**src/rtl/prio_enc_pkg.sv**
```systemverilog
package prio_enc_pkg;

  // Operand size encodings seen on width_sel.
  typedef enum logic [1:0] {
    SZ_FULL  = 2'b00,
    SZ_ONE   = 2'b01,
    SZ_TWO   = 2'b10,
    SZ_THREE = 2'b11
  } size_sel_e;

  // Number of bytes chosen by a size code; code 0 means every byte.
  function automatic int bytes_of(input int sel, input int nbytes);
    return (sel == 0) ? nbytes : sel;
  endfunction

  // Index of the top bit of the chosen size.
  function automatic int top_of(input int sel, input int nbytes, input int bytew);
    return bytes_of(sel, nbytes) * bytew - 1;
  endfunction

  // Distance of a found bit below the top bit.
  function automatic int dist_below(input int top, input int idx);
    return top - idx;
  endfunction

endpackage

```
**src/rtl/prio_enc_window.sv**
```systemverilog
module prio_enc_window #(
  parameter int DATA_W = 32,
  parameter int BYTE_W = 8,
  localparam int NBYTES = DATA_W / BYTE_W,
  localparam int SEL_W  = $clog2(NBYTES),
  localparam int CODE_W = $clog2(DATA_W)
) (
  input  logic              clk,
  input  logic              rst_n,
  input  logic [SEL_W-1:0]  width_sel,
  input  logic [DATA_W-1:0] data_in,
  input  logic [DATA_W-1:0] bit_en,
  output logic [DATA_W-1:0] sel_vec,
  output logic [CODE_W-1:0] top_idx,
  output logic              top_hit
);
  import prio_enc_pkg::*;

  logic [NBYTES-1:0] byte_on;
  logic [DATA_W-1:0] win;

  // One enable per byte lane, from the size code.
  for (genvar b = 0; b < NBYTES; b++) begin : g_lane
    assign byte_on[b] = (b < bytes_of(int'(width_sel), NBYTES));
    assign win[b*BYTE_W +: BYTE_W] = {BYTE_W{byte_on[b]}};
  end

  assign sel_vec = data_in & bit_en & win;
  assign top_idx = CODE_W'(top_of(int'(width_sel), NBYTES, BYTE_W));
  assign top_hit = sel_vec[top_idx];

  // no selected bit lies above the top of the chosen size.
  a_r1_window_bound: assert property (@(posedge clk) disable iff (!rst_n)
    (sel_vec >> top_idx) <= 1);
  // a disabled bit never reaches the search vector.
  a_r5_enable_gate: assert property (@(posedge clk) disable iff (!rst_n)
    (sel_vec & ~bit_en) == '0);

endmodule

```
**src/rtl/prio_enc_msb.sv**
```systemverilog
module prio_enc_msb #(
  parameter int DATA_W = 32,
  localparam int CODE_W = $clog2(DATA_W)
) (
  input  logic              clk,
  input  logic              rst_n,
  input  logic [DATA_W-1:0] vec,
  output logic [CODE_W-1:0] idx,
  output logic              none
);

  always_comb begin
    idx  = '0;
    none = 1'b1;
    for (int i = 0; i < DATA_W; i++) begin
      if (vec[i]) begin
        idx  = CODE_W'(i);
        none = 1'b0;
      end
    end
  end

  // the reported index is a set bit with nothing set above it.
  a_r2_msb_exact: assert property (@(posedge clk) disable iff (!rst_n)
    !none |-> ((vec >> idx) == 1));
  // empty flag agrees with the vector.
  a_r4_none_empty: assert property (@(posedge clk) disable iff (!rst_n)
    none |-> (vec == '0));

endmodule

```
**src/rtl/prio_enc_posreg.sv**
```systemverilog
module prio_enc_posreg #(
  parameter int CODE_W = 5,
  localparam int POS_W = CODE_W + 1
) (
  input  logic              clk,
  input  logic              rst_n,
  input  logic              load_en,
  input  logic [CODE_W-1:0] code,
  input  logic              zero,
  output logic [POS_W-1:0]  pos_q,
  output logic              zero_q
);

  always_ff @(posedge clk or negedge rst_n) begin
    if (!rst_n) begin
      pos_q  <= '0;
      zero_q <= 1'b0;
    end else if (load_en) begin
      pos_q  <= {1'b0, code};
      zero_q <= zero;
    end
  end

  // a load captures the previous cycle's result.
  a_r6_load: assert property (@(posedge clk) disable iff (!rst_n)
    load_en |=> (pos_q == {1'b0, $past(code)}) && (zero_q == $past(zero)));
  // without a load the register holds.
  a_r6_hold: assert property (@(posedge clk) disable iff (!rst_n)
    !load_en |=> $stable(pos_q) && $stable(zero_q));

endmodule

```
**src/rtl/prio_enc_bw.sv**
```systemverilog
module prio_enc_bw #(
  parameter int DATA_W = 32,
  parameter int BYTE_W = 8,
  localparam int NBYTES = DATA_W / BYTE_W,
  localparam int SEL_W  = $clog2(NBYTES),
  localparam int CODE_W = $clog2(DATA_W),
  localparam int POS_W  = CODE_W + 1
) (
  input  logic              clk,
  input  logic              rst_n,
  input  logic              load_en,
  input  logic [SEL_W-1:0]  width_sel,
  input  logic [DATA_W-1:0] data_in,
  input  logic [DATA_W-1:0] bit_en,
  output logic [CODE_W-1:0] pri_code,
  output logic              pri_zero,
  output logic [POS_W-1:0]  pos_reg,
  output logic              pos_zero
);
  import prio_enc_pkg::*;

  logic [DATA_W-1:0] sel_vec;
  logic [CODE_W-1:0] top_idx;
  logic              top_hit;
  logic [CODE_W-1:0] msb_idx;
  logic              msb_none;

  prio_enc_window #(.DATA_W(DATA_W), .BYTE_W(BYTE_W)) u_window (
    .clk(clk), .rst_n(rst_n), .width_sel(width_sel), .data_in(data_in),
    .bit_en(bit_en), .sel_vec(sel_vec), .top_idx(top_idx), .top_hit(top_hit)
  );

  prio_enc_msb #(.DATA_W(DATA_W)) u_msb (
    .clk(clk), .rst_n(rst_n), .vec(sel_vec), .idx(msb_idx), .none(msb_none)
  );

  assign pri_zero = msb_none;
  assign pri_code = msb_none ? '0
                  : CODE_W'(dist_below(int'(top_idx), int'(msb_idx)));

  prio_enc_posreg #(.CODE_W(CODE_W)) u_posreg (
    .clk(clk), .rst_n(rst_n), .load_en(load_en), .code(pri_code),
    .zero(pri_zero), .pos_q(pos_reg), .zero_q(pos_zero)
  );

  // the top bit of the size gives code 0 with the flag low.
  a_r3_top_is_zero_code: assert property (@(posedge clk) disable iff (!rst_n)
    top_hit |-> (pri_code == '0) && !pri_zero);
  // an empty selection gives code 0 with the flag high.
  a_r4_empty_flag: assert property (@(posedge clk) disable iff (!rst_n)
    (sel_vec == '0) |-> pri_zero && (pri_code == '0));
  // the register is cleared by reset.
  a_r7_reset_clear: assert property (@(posedge clk)
    !rst_n |-> (pos_reg == '0) && !pos_zero);

endmodule

```
**config.mk**
```make
export PLATFORM = sky130hd
export DESIGN_NAME = prio_enc_bw
export DESIGN_NICKNAME = d
export VERILOG_FILES = /design/src/rtl/prio_enc_pkg.sv /design/src/rtl/prio_enc_window.sv /design/src/rtl/prio_enc_msb.sv /design/src/rtl/prio_enc_posreg.sv /design/src/rtl/prio_enc_bw.sv
export SDC_FILE = /design/constraint.sdc
export NUM_CORES = 1
export LEC_CHECK = 0
export BUFFER_PORTS_ARGS = -buffer_cell sky130_fd_sc_hd__buf_2
export CAP_MARGIN = 20
export CORE_UTILIZATION = 37
export CTS_BUF_LIST = sky130_fd_sc_hd__clkbuf_4 sky130_fd_sc_hd__clkbuf_8 sky130_fd_sc_hd__clkbuf_16
export DETAILED_ROUTE_END_ITERATION = 8
export PLACE_DENSITY = 0.88
export REMOVE_ABC_BUFFERS = 1
export SLEW_MARGIN = 20
export SYNTH_ARGS = -nofsm -noshare
export SYNTH_HDL_FRONTEND = slang
export SYNTH_SLANG_ARGS = --single-unit
export TNS_END_PERCENT = 1
```
**constraint.sdc**
```tcl
create_clock -name clk -period 2.2 [get_ports clk]
set_input_delay 0.11 -clock clk [delete_from_list [all_inputs] [get_ports clk]]
set_output_delay 0.11 -clock clk [all_outputs]
set_load 0.03 [all_outputs]
```
==> results of run 1 <==
-- synthesized netlist by cell type, types with 3 or more instances --
cell type | count | area [µm²]
a31oi_1 | 7 | 43.8
nand2_1 | 30 | 113
nor2_1 | 7 | 26.3
inv_1 | 4 | 15.0
a211oi_1 | 5 | 37.5
ha_1 | 3 | 37.5
a41oi_1 | 5 | 43.8
a22oi_1 | 4 | 30.0
a32o_1 | 3 | 30.0
mux2_2 | 6 | 67.6
a21oi_1 | 8 | 40.0
dfrtp_1 | 6 | 150
-- worst paths after layout --
kind / cells past startpoint / endpoint
max: 11 / pri_code[4]
min: 2 / u_posreg.pos_q[1]
max reg2reg: 1 / u_posreg.pos_q[0]
min reg2reg: 1 / u_posreg.pos_q[2]
max in group asynchronous: 2 / u_posreg.pos_q[2]
min in group asynchronous: 2 / u_posreg.pos_q[1]
-- state kept, by name (all words and copies together), names as in the netlist --
| name | flops |
|---|---|
| u_posreg.zero_q | 1 |
| u_posreg.pos_q | 5 |
-- final cells by class --
cell class | instances | area (µm²)
Clock buffer | 3 | 22.5
Fill cell | 234 | 848
Inverter | 4 | 15.0
Multi-Input combinational cell | 110 | 733
Sequential cell | 6 | 150
Tap cell | 28 | 35.0
Timing Repair Buffer | 86 | 450
-- metrics by stage --
stage / instances / area (µm²) / utilization, %
2_1_floorplan: 120 / 881 / -
3_3_place_gp: 233 / 1350 / 60.0
3_5_place_dp: 233 / 1350 / 60.0
4_1_cts: 237 / 1390 / 61.5
5_1_grt: 237 / 1410 / 62.4
6_report: 237 / 1410 / 62.4
-- cell families after synthesis --
kind of cell | synth area share [%]
simple gates | 26.0
compound gates | 39.5
buf+inv | 3.75
mux | 7.51
flops | 16.7
fa+ha+maj | 4.17
xor+xnor | 1.95
other cells | 0.417
-- power by group --
group          internal (mW)  switching, mW  total [mW]
Sequential             0.137         0.0118       0.148
Combinational          0.179          0.249       0.428
Clock                 0.0621         0.0463       0.108
Total                  0.377          0.307       0.684
-- what timing repair did --
item / in CTS / in global routing
hold buffers: 1 / 0
gates resized for setup: 0 / 4
hold endpoints to repair: 6 / 0
buffers inserted: 0 / 0
setup endpoints to repair: 0 / 1
-- worst max-delay path: stages --
cell	delay, ps
buf_2	100
inv_1	90
ha_2	220
a41oi_1	60
or2_2	360
a211oi_1	250
ha_1	190
xnor2_1	130
xnor2_1	90
nor2_1	120
clkbuf_4	210
-- cell usage in the layout (no fill, tap or decap), types with 3 or more instances in the layout --
cell and count:
a211oi_1 5, a21oi_1 8, a22oi_1 4, a31oi_1 7, a32o_1 3, a41oi_1 3, buf_2 79, buf_4 5
clkbuf_4 4, dfrtp_1 6, inv_1 4, mux2_2 6, nand2_1 30, nor2_1 7
-- layer usage --
layer  vias to the layer above  GRT usage [%]  routed length, µm
li1                        658              -                  -
met1                       538           27.1               1150
met4                         0           5.41                 42
met2                        55           37.7               1290
met5                         -              0                  0
met3                         4           3.87                207
==> flow_metrics.tcl, run 1 <==
set metrics [dict create \
    numCtsBuffers 3 \
    peakVddDrop_mv 0.591 \
    synth.distinct_cells 39 \
    coreArea_mm2 0.00225 \
    fin_ws_ps 165 \
    hold_start "load_en" \
    p_leak_nw 0.731 \
    yosysWarnings 0 \
    first_pass_iters 4 \
    hold_path_class "in2reg" \
    antenna_found_initial 0 \
    start_util_pct 39.9 \
    period_needed_ps 2040 \
    synth-edff-count 0 \
    port_buffers 80 \
    cap_violations 0 \
    cts_max_level 1 \
    slew_viol_final 0 \
    synthCells 124 \
    synth_top_flop_cell "dfrtp_1" \
    rsz0062_at_grt "no" \
    cts_tree "built" \
    grt-ovfl-total 0 \
    fmax_mhz 491 \
    drc 0 \
    rows 17 \
    cts.sinks 6 \
    p_per_area_mw_per_mm2 487 \
    grt_start_max_net_pins 9 \
    p_total_mw 0.684 \
    async_flop_share_pct 100 \
    worstReg2RegStart "u_posreg.pos_q[0]" \
    root_buffer "clkbuf_4" \
    dieArea_mm2 0.00263 \
    gp_congestion 0.830 \
    skew_ps 0 \
    grt_use_total_pct 21.6 \
    r2r_setup_slack_ps 1450 \
    drtIter0Drc 11 \
    fin_hold_ws_ps 202 \
    wl_per_cell_um 11.4 \
    layout-drive-gt1-share_pct 47.8 \
    ys_seq_area_share_pct 16.7 \
    clock_path_buffers 2 \
    crit_arrival_ps 1930 \
    antennaDiodeCount 0 \
    grt_pass1_wl_um 4390 \
    syn_avg_cell_area_um2 7.25 \
    fin_tns_setup_ps 0 \
    fp.dieW_um 51.3 \
    crit_path_start "width_sel[1]" \
    syn2layout_area_growth_pct 56.3 \
    setup_violations 0 \
    postRouteAntennaNets 0 \
    dp_hpwl_um 2290 \
    vias_per_cell 5.30 \
    die_h_um 51.3 \
    syn_area_um2 900 \
    vias 1255 \
    finalHoldViolations 0 \
    ys_ff_latch 6 \
    start_kind "input pin" \
    io_pins 82 \
    end_kind "primary output" \
    finalCritPeriodShare_pct 92.5 \
    drt-total-wl_um 2690 \
    path_class "in2out" \
    status "finished clean" \
    grt_pass1_vias 1102 \
    nNetsFinal 283 \
    cp_max_fo 4 \
    insertion_delay_ps 260 \
    pre_cts_slack_ps 59.8 \
    worstPathRequired_ps 2090 \
    cts.clk_slew.worst_paths_ps 50 \
]
Power figures use the tool's default switching activity.
==> inputs of run 2 (changes only) <==
--- a/config.mk
+++ b/config.mk
@@ -5,12 +5,12 @@
 export SDC_FILE = /design/constraint.sdc
 export NUM_CORES = 1
 export LEC_CHECK = 0
-export BUFFER_PORTS_ARGS = -buffer_cell sky130_fd_sc_hd__buf_2
 export CAP_MARGIN = 20
-export CORE_UTILIZATION = 37
+export CORE_UTILIZATION = 50
 export CTS_BUF_LIST = sky130_fd_sc_hd__clkbuf_4 sky130_fd_sc_hd__clkbuf_8 sky130_fd_sc_hd__clkbuf_16
 export DETAILED_ROUTE_END_ITERATION = 8
-export PLACE_DENSITY = 0.88
+export DONT_BUFFER_PORTS = 1
+export PLACE_DENSITY = 0.73
 export REMOVE_ABC_BUFFERS = 1
 export SLEW_MARGIN = 20
 export SYNTH_ARGS = -nofsm -noshare
==> run 2 against run 1 <==
Clock-buffer cell count unchanged. Wire length is 18% lower. Design area down 28%. Register-to-register slack lost 160 ps. Clock skew is the same. Total power decreased by 14%. Fmax grew 4.0%. Sequential share of layout area rose by 4.1 points. Critical path depth down 1. Global-route usage is 2.3 points higher. Critical path type unchanged. Cell count is 33% lower. Largest power group unchanged. First-iteration DRC count increased by 120%. Critical endpoint unchanged.
==> flow_metrics.tcl, run 2 (synthesis gave the netlist of run 1 again) <==
set metrics [dict create \
    drc 0 \
    p_per_area_mw_per_mm2 577 \
    slew_viol_final 0 \
    finalHoldViolations 0 \
    peakVddDrop_mv 0.508 \
    fmax_mhz 511 \
    insertion_delay_ps 240 \
    fillers 159 \
    crit_arrival_ps 1850 \
    pre_cts_slack_ps 146 \
    grt.busiest_layer "met2" \
    multi_input_area_um2 716 \
    groute.layer.met2.usage_pct 43.8 \
    grt_start_max_net_pins 9 \
    path_class "in2out" \
    antennaDiodeCount 0 \
    layout_commonest_cell "nand2_1" \
    hold_path_class "in2reg" \
    syn2layout_area_growth_pct 13.2 \
    cts_max_level 1 \
    post_cts_buffers 0 \
    vias_per_cell 6.53 \
    fin_ws_ps 244 \
    rsz0062_at_grt "no" \
    rows 14 \
    skew_ps 0 \
    io_pins 82 \
    postRouteAntennaNets 0 \
    clock_path_buffers 2 \
    dp_hpwl_um 1980 \
    cp_max_fo 5 \
    layout-drive-gt1-share_pct 16.4 \
    largest_reg_flops 5 \
    drt-total-wl_um 2220 \
    grtUsageMet3_pct 4.90 \
    die_h_um 44.4 \
    coreArea_mm2 0.00159 \
    regArea_um2 150 \
    first_pass_iters 4 \
    largestRegisters "u_posreg.pos_q (5), u_posreg.zero_q (1)" \
    nNetsFinal 208 \
    end_kind "primary output" \
    gp_congestion 0.873 \
    cap_violations 0 \
    antenna_found_initial 0 \
    fin_hold_ws_ps 22.3 \
    dieArea_mm2 0.00197 \
    period_needed_ps 1960 \
    grt_util_met1_pct 28.7 \
    regMostFlops "u_posreg.pos_q" \
    finalCritPeriodShare_pct 88.9 \
    grt_use_total_pct 23.8 \
    status "finished clean" \
    final_cell_mix "nand2_1 (30), buf_4 (10), a21oi_1 (8)" \
    setup_violations 0 \
    cts.clk_slew.worst_paths_ps 40 \
    root_buffer "clkbuf_4" \
    start_util_pct 56.4 \
    p_leak_nw 0.436 \
    drtIter0Drc 24 \
    grt_pass1_vias 917 \
    start_kind "input pin" \
    worstPathRequired_ps 2090 \
    fp.dieW_um 44.4 \
    port_buffers 0 \
    grt-ovfl-total 0 \
    cts_tree "built" \
    cts.sinks 6 \
    vias 1032 \
    grt_pass1_wl_um 3500 \
    wl_per_cell_um 14.0 \
    numCtsBuffers 3 \
]
==> run 2: report_power, final <==
part	internal [mW]	switching [mW]	total [mW]
logic	0.126	0.156	0.282
registers	0.136	0.0697	0.206
clock network	0.0616	0.0382	0.0998
==> run 2: metal layers <==
layer / part of all wire (%) / vias to the layer above
li1: - / 505
met1: 42 / 466
met2: 51 / 61
met3: 6.9 / 0
met4: 0 / 0
met5: 0 / -
==> run 2: path summary, 6_finish.rpt <==
kind	depth (start not counted)	start	end	slack, ps
setup reg to reg	1	u_posreg.pos_q[1]	u_posreg.pos_q[1]	1290
hold reg to reg	1	u_posreg.pos_q[3]	u_posreg.pos_q[3]	740
hold / removal	1	load_en	u_posreg.pos_q[0]	20
max in group asynchronous	1	rst_n	u_posreg.pos_q[3]	1800
min in group asynchronous	1	rst_n	u_posreg.pos_q[1]	180
setup / recovery	10	width_sel[1]	pri_code[4]	240
==> run 2: metrics by stage <==
stage,TNS [ps],utilization (%),cell area [µm²],instances,total power [mW]
after detailed placement,0,61.9,986,154,0.486
after global routing,0,63.9,1020,158,0.632
after CTS,0,63.9,1020,158,0.592
final,0,63.9,1020,158,0.587
after floorplan,-800,-,881,120,0.413
after global placement,0,61.9,986,154,0.483
==> run 2: critical path, cell delays in order <==
cell and delay [ps]:
inv_1 80, ha_1 250, a41oi_1 80, or2_2 350, a211oi_1 260, ha_1 200, xnor2_1 130, xnor2_1 140
nor2_1 70, buf_4 180
==> run 2: area by class of cell <==
| class | instances | share of cell area, % |
|---|---|---|
| Inverter | 4 | 1.47 |
| Tap cell | 24 | 2.95 |
| Multi-Input combinational cell | 110 | 70.3 |
| Clock buffer | 3 | 2.21 |
| Sequential cell | 6 | 14.7 |
| Timing Repair Buffer | 11 | 8.35 |
==> run 2: repair_timing <==
item / CTS / global route
resized for setup: 0 / 0
hold buffers: 1 / 0
endpoints found under the hold margin: 6 / 0
